### config.mk
export PLATFORM = sky130hd
export DESIGN_NAME = scan_scroll_ctrl
export DESIGN_NICKNAME = d
export VERILOG_FILES = /design/src/rtl/scan_pkg.sv /design/src/rtl/scan_cfg_regs.sv /design/src/rtl/scan_zcount.sv /design/src/rtl/scan_seg_latch.sv /design/src/rtl/scan_scroll_ctrl.sv
export SDC_FILE = /design/constraint.sdc
export NUM_CORES = 1
export LEC_CHECK = 0
export ABC_AREA = 1
export BUFFER_PORTS_ARGS = -buffer_cell sky130_fd_sc_hd__buf_2
export CAP_MARGIN = 25
export CORE_MARGIN = 3
export CORE_UTILIZATION = 49
export DETAILED_ROUTE_END_ITERATION = 7
export PLACE_DENSITY = 0.84
export SYNTH_ARGS = -nofsm -noshare
export SYNTH_HDL_FRONTEND = slang
export SYNTH_SLANG_ARGS = --single-unit
### constraint.sdc
create_clock -name clk -period 3.1 [get_ports clk]
set_input_delay 0.155 -clock clk [delete_from_list [all_inputs] [get_ports clk]]
set_output_delay 0.155 -clock clk [all_outputs]
set_load 0.05 [all_outputs]
### src/rtl/scan_pkg.sv
package scan_pkg;
  // Status word layout
  localparam int STAT_W         = 8;
  localparam int STAT_BLANK_BIT = 5;

  // Build the status word from the display-enable flag
  function automatic logic [STAT_W-1:0] make_status(input logic disp_on);
    logic [STAT_W-1:0] s;
    s = '0;
    s[STAT_BLANK_BIT] = ~disp_on;
    return s;
  endfunction
endpackage

### src/rtl/scan_cfg_regs.sv
module scan_cfg_regs
  import scan_pkg::*;
#(
  parameter int ZW = 6
) (
  input  logic              clk,
  input  logic              rst,
  input  logic              disp_we,
  input  logic              disp_on_i,
  input  logic              start_we,
  input  logic [ZW-1:0]     start_i,
  output logic              disp_on,
  output logic [ZW-1:0]     start_line,
  output logic [STAT_W-1:0] status_o
);
  always_ff @(posedge clk) begin
    if (rst) begin
      disp_on    <= 1'b0;
      start_line <= '0;
      status_o   <= make_status(1'b0);
    end else begin
      if (disp_we) begin
        disp_on  <= disp_on_i;
        status_o <= make_status(disp_on_i);
      end
      if (start_we) start_line <= start_i;
    end
  end
endmodule

### src/rtl/scan_zcount.sv
module scan_zcount #(
  parameter int ZW = 6
) (
  input  logic          clk,
  input  logic          rst,
  input  logic          line_tick,
  input  logic          frame_start,
  input  logic [ZW-1:0] start_line,
  output logic [ZW-1:0] z_q
);
  localparam logic [ZW-1:0] ONE = ZW'(1);

  // The counter is as wide as the row count, so the increment wraps by itself
  always_ff @(posedge clk) begin
    if (rst)              z_q <= '0;
    else if (line_tick) begin
      if (frame_start)    z_q <= start_line;
      else                z_q <= z_q + ONE;
    end
  end
endmodule

### src/rtl/scan_seg_latch.sv
module scan_seg_latch #(
  parameter int COLS   = 64,
  parameter int RD_LAT = 1
) (
  input  logic            clk,
  input  logic            rst,
  input  logic            line_tick,
  input  logic            disp_on,
  input  logic [COLS-1:0] ram_row_i,
  output logic            cap_stb,
  output logic [COLS-1:0] seg_o
);
  localparam int DLY = RD_LAT + 1;

  // Delay the tick until the row at the new address has come back from RAM
  logic [DLY-1:0] tick_d;

  generate
    if (DLY == 1) begin : g_dly_one
      always_ff @(posedge clk) begin
        if (rst) tick_d <= '0;
        else     tick_d <= line_tick;
      end
    end else begin : g_dly_chain
      always_ff @(posedge clk) begin
        if (rst) tick_d <= '0;
        else     tick_d <= {tick_d[DLY-2:0], line_tick};
      end
    end
  endgenerate

  assign cap_stb = tick_d[DLY-1];

  always_ff @(posedge clk) begin
    if (rst)          seg_o <= '0;
    else if (cap_stb) seg_o <= disp_on ? ram_row_i : '0;
  end
endmodule

### src/rtl/scan_scroll_ctrl.sv
module scan_scroll_ctrl
  import scan_pkg::*;
#(
  parameter int ZW     = 6,
  parameter int COLS   = 64,
  parameter int RD_LAT = 1
) (
  input  logic              clk,
  input  logic              rst,
  input  logic              disp_we,
  input  logic              disp_on_i,
  input  logic              start_we,
  input  logic [ZW-1:0]     start_i,
  input  logic              line_tick,
  input  logic              frame_start,
  input  logic [COLS-1:0]   ram_row_i,
  output logic [ZW-1:0]     row_addr_o,
  output logic [COLS-1:0]   seg_o,
  output logic [STAT_W-1:0] status_o
);
  logic          disp_on;
  logic [ZW-1:0] start_line;
  logic          cap_stb;

  scan_cfg_regs #(.ZW(ZW)) u_cfg (
    .clk        (clk),
    .rst        (rst),
    .disp_we    (disp_we),
    .disp_on_i  (disp_on_i),
    .start_we   (start_we),
    .start_i    (start_i),
    .disp_on    (disp_on),
    .start_line (start_line),
    .status_o   (status_o)
  );

  scan_zcount #(.ZW(ZW)) u_z (
    .clk         (clk),
    .rst         (rst),
    .line_tick   (line_tick),
    .frame_start (frame_start),
    .start_line  (start_line),
    .z_q         (row_addr_o)
  );

  scan_seg_latch #(.COLS(COLS), .RD_LAT(RD_LAT)) u_seg (
    .clk       (clk),
    .rst       (rst),
    .line_tick (line_tick),
    .disp_on   (disp_on),
    .ram_row_i (ram_row_i),
    .cap_stb   (cap_stb),
    .seg_o     (seg_o)
  );
endmodule

== Yosys cells after proc, flatten, opt, wreduce, memory -nomap -nowiden ==
Cells that the tools add are included.
Word-level totals
  register bits after elaboration: 80
  bits of input ports: 77
  output and inout port bits: 78
  word-level logic and storage cells: 10
Operators by class
  add/subtract/negate cells: 1
  multiplexer cells: 2
  bitwise gates (word level): 1
Operators with widths (number)
  64-bit 2-to-1 mux: 1
  6-bit by 1-bit adder with 6-bit output, second input constant: 1
  6-bit 2-to-1 mux: 1
  1-bit NOT: 1

== Longest topological paths before layout ==
  depth after elaboration: 2
  depth in mapped cells: 7
  gate-level depth less buffers: 6

== Hierarchy ==
From an unflattened synthesis, not the netlist that was laid out.
Unflattened totals
  cell total of the unflattened synthesis: 396
  area, all modules: 3179.3 um^2
Modules (own cells, without submodules)
  scan_seg_latch: times used 1, cells each 290, area an instance 2446.1 um^2
  scan_cfg_regs: times used 1, cells each 56, area an instance 387.9 um^2
  scan_zcount: times used 1, cells each 50, area an instance 345.3 um^2

== Worst setup path after synthesis ==
No wires, ideal clock.
  kind: reg2reg
  start: register u_z.z_q[0]
  end: register u_z.z_q[4]
  setup time: 0.109 ns
  data arrival time: 1.273 ns
  data required time: 2.991 ns
  setup slack: 1.719 ns
  cell stages (with the launch flop): 7
  path buffers: 0
  cells stage by stage: dfxtp_1 ha_1 nand3_1 nor2_1 o21ai_1 nand2_1 inv_1
On the way
  longest elaborated chain between the ends: 2
RTL lines
  start: declaration: RTL line scan_zcount.sv:9  | output logic [ZW-1:0] z_q
  start signal: assignment: RTL line scan_zcount.sv:17  | if (frame_start) z_q <= start_line;
  start signal: assignment: RTL line scan_zcount.sv:18  | else z_q <= z_q + ONE;
  6-bit by 1-bit adder with 6-bit output: RTL line scan_zcount.sv:18
  6-bit 2-to-1 mux: RTL line scan_zcount.sv:17
Every way passes these cells.
A chain may end at the register's enable or synchronous reset.

== Worst setup path in the final report ==
  start: register u_cfg.disp_on
  end: register u_seg.seg_o[26]
On the way
  longest elaborated chain between the ends: 1
RTL lines
  start: declaration: RTL line scan_cfg_regs.sv:12  | output logic disp_on,
  start signal: assignment: RTL line scan_cfg_regs.sv:23  | disp_on <= disp_on_i;
  64-bit 2-to-1 mux: RTL line scan_seg_latch.sv:36  | else if (cap_stb) seg_o <= disp_on ? ram_row_i : '0;
  end signal: assignment: RTL line scan_seg_latch.sv:36
  end: declaration: RTL line scan_seg_latch.sv:11  | output logic [COLS-1:0] seg_o
Every way passes these cells.

==> results.yml <==
outcome:
  outcome: "finished clean"
timing:
  hold_viol_final: 0
  setup_tns_ns: 0
  slew_headroom_pct: 51.2
  slew_viol_final: 0
  setup_viol: 0
  rsz0062_at_grt: "false"
  skew_ns: 0.00667
  max_slew.worst_pin.slew_ns: 0.732
  finalCritPeriodShare_pct: 44.2
  fin_crit_ns: 1.37
  max_freq_mhz: 731
grt:
  grt_first_pass_wirelength_mm: 12.5
  gr-total-overflow: 0
  track_usage_pct: 21.0
  grt_pass1_vias: 2878
  grt_antenna_before_repair: 1
  grt_max_degree: 65
pwr:
  p_comb_share_pct: 11.8
  p_switching_mw: 0.540
  peakVddDrop_mv: 0.373
  p_leak_nw: 1.78
  power_mw: 2.05
  seqPwrFrac_pct: 52.4
  p_int_mw: 1.51
  powerDensity_nw_per_um2: 522
  p_clk_share_pct: 35.8
  p_sw_share_pct: 26.3
detailed_routing:
  vias: 3063
  ant_nets: 0
  viasPerCell: 5.15
  drc: 0
  wirelength_mm: 7.79
  wl_per_cell_um: 13.1
  drt-initial-drc-count: 126
  dr_wl_met2_mm: 3.81
  routed.top_layer: "met5"
  met1_length_mm: 3.23
  dr_wl_met3_um: 648
  drtPass1Iterations: 4
synth:
  synth_area_um2: 3100
  yosys_warnings: 0
  syn_inst: 384
  syn_area_per_cell_um2: 8.07
  seq_area_frac_synth_pct: 51.7
  ys_types: 20
  ys_seq_elements: 80
placed_design:
  place_congestion: 0.894
  dp_hpwl_mm: 5.34
  numPortBuffers: 147
floorplanning:
  dieHeight_um: 85.5
  dieArea_um2: 7320
  start_util_pct: 51.5
  die_w_um: 85.5
  row_count: 28
  ioPinCount: 155
  core_area_um2: 6030
final_layout:
  diodes: 0
  nets: 594
  syn2layout_area_growth_pct: 26.8
  drive_gt1_share_pct: 33.3
clock_network:
  cts_tree: "yes"
  clkTransAtPathRegs_ns: 0.08
  ctsResizeCount: 0
  cts_sinks: 80
  cts_hold_buf: 0
  cts_setup_buffers: 0
  root_buffer: "clkbuf_8"
  worstSkewPairLatency_ns: 0.33
  tritoncts.num_buffers: 9
  clk_path_buf_depth: 2
  cts_max_level: 3
critical_path:
  setup.worst_path.start_class: "register"
  crit_arrival_ns: 1.62
  worstPathRequired_ns: 3.36
  path_delay_family: "flip-flops"
  cp-end-kind: "register"
  cp_slowest_cell: "dfxtp_2"
  crit_type: "register to register"
  slowest_delay_ns: 0.71
  critical_path_buf_inv_count: 1
  worstPathMaxFanout: 36
  worstPathCellList: "buf_12 > nand3_1 > a21oi_1"
flow_run:
  maxCapViolCount: 0
worst_hold_path:
  hp-class: "primary input to register"
==> synthesized netlist by cell type <==
master,number,area (µm²)
nand2_1,77,289
ha_1,1,12.5
conb_1,1,3.75
buf_4,15,113
dfxtp_1,80,1600
a21oi_2,1,8.76
inv_2,3,11.3
nand3_1,68,340
o21ai_1,3,15.0
nor2_4,1,11.3
buf_2,11,55.1
o21ai_0,13,65.1
o21bai_1,1,7.51
a21oi_1,71,355
clkbuf_1,2,7.51
a21o_1,1,7.51
buf_6,8,90.1
a31o_2,1,8.76
inv_1,10,37.5
nor2_1,16,60.1
==> worst paths after layout <==
| check | startpoint | end | slack [ns] | depth (start not counted) |
|---|---|---|---|---|
| worst min-delay path | start_i[3] | u_cfg.start_line[3] | 0.05 | 3 |
| worst max register to register | u_cfg.disp_on | u_seg.seg_o[26] | 1.73 | 3 |
| worst min register to register | u_seg.tick_d[0] | u_seg.tick_d[1] | 0.41 | 2 |
| worst max-delay path | u_cfg.disp_on | u_seg.seg_o[26] | 1.73 | 3 |
==> power by group through the flow <==
stage / combinational (mW) / clock, mW / sequential (mW)
floorplan: 0.124 / 0 / 1.15
global placement: 0.225 / 0 / 1.11
detailed placement: 0.240 / 0 / 1.10
CTS: 0.241 / 0.755 / 1.07
global route: 0.263 / 0.797 / 1.08
finish: 0.242 / 0.734 / 1.08
==> placed cells by master, fill, tap and decap left out, types with 2 or more instances in the layout <==
master | synthesis | routed
a21oi_1 | 71 | 71
buf_12 | 0 | 2
buf_2 | 11 | 147
buf_4 | 15 | 2
clkbuf_8 | 0 | 10
clkinv_2 | 0 | 3
conb_1 | 1 | 7
dfxtp_1 | 80 | 78
dfxtp_2 | 0 | 2
inv_1 | 10 | 10
inv_2 | 3 | 3
nand2_1 | 77 | 77
nand3_1 | 68 | 68
nor2_1 | 16 | 16
o21ai_0 | 13 | 13
o21ai_1 | 3 | 3
==> state kept, by name, summed over array words and instances (netlist names) <==
name	count
u_cfg.disp_on	1
u_seg.tick_d	2
u_seg.seg_o	64
u_z.z_q	6
u_cfg.status_o	1
u_cfg.start_line	6
==> cell families after synthesis <==
group,share of synthesized area (%)
other cells,0.121
compound gates,15.1
buf+inv,10.1
fa+ha+maj,0.403
flops,51.7
simple gates,22.6
==> routing by layer <==
metal | vias up | global-route usage, %
met5 | - | 0
met4 | 2 | 7.77
met3 | 9 | 5.48
met2 | 115 | 37.1
met1 | 1404 | 24.3
li1 | 1533 | -
==> stage by stage <==
step / utilization, % / hold slack, ns / worst slack (ns) / std cells / cell area (µm²)
floorplan: - / 0.248 / 1.72 / 390 / 3120
global placement: 61.5 / 0.378 / 1.58 / 578 / 3700
detailed placement: 61.8 / 0.383 / 1.65 / 579 / 3720
CTS: 64.9 / 0.0297 / 1.62 / 594 / 3910
global route: 65.2 / 0.0406 / 1.63 / 595 / 3930
finish: 65.2 / 0.0498 / 1.73 / 595 / 3930
==> final cells by class <==
cell class                 instances  area, µm²
clock buffer                      11        141
sequential                        80       1600
fill                             542       2090
inverter                          13       48.8
timing repair buffer             151        791
tap                               75       93.8
clock inverter                     4       45.0
multi-input combinational        261       1210
==> worst register-to-register path: stages, from the launching register on <==
cell	delay [ns]
dfxtp_2	0.71
buf_12	0.27
nand3_1	0.13
a21oi_1	0.18
No activity file was read; power rests on OpenSTA's default activity.
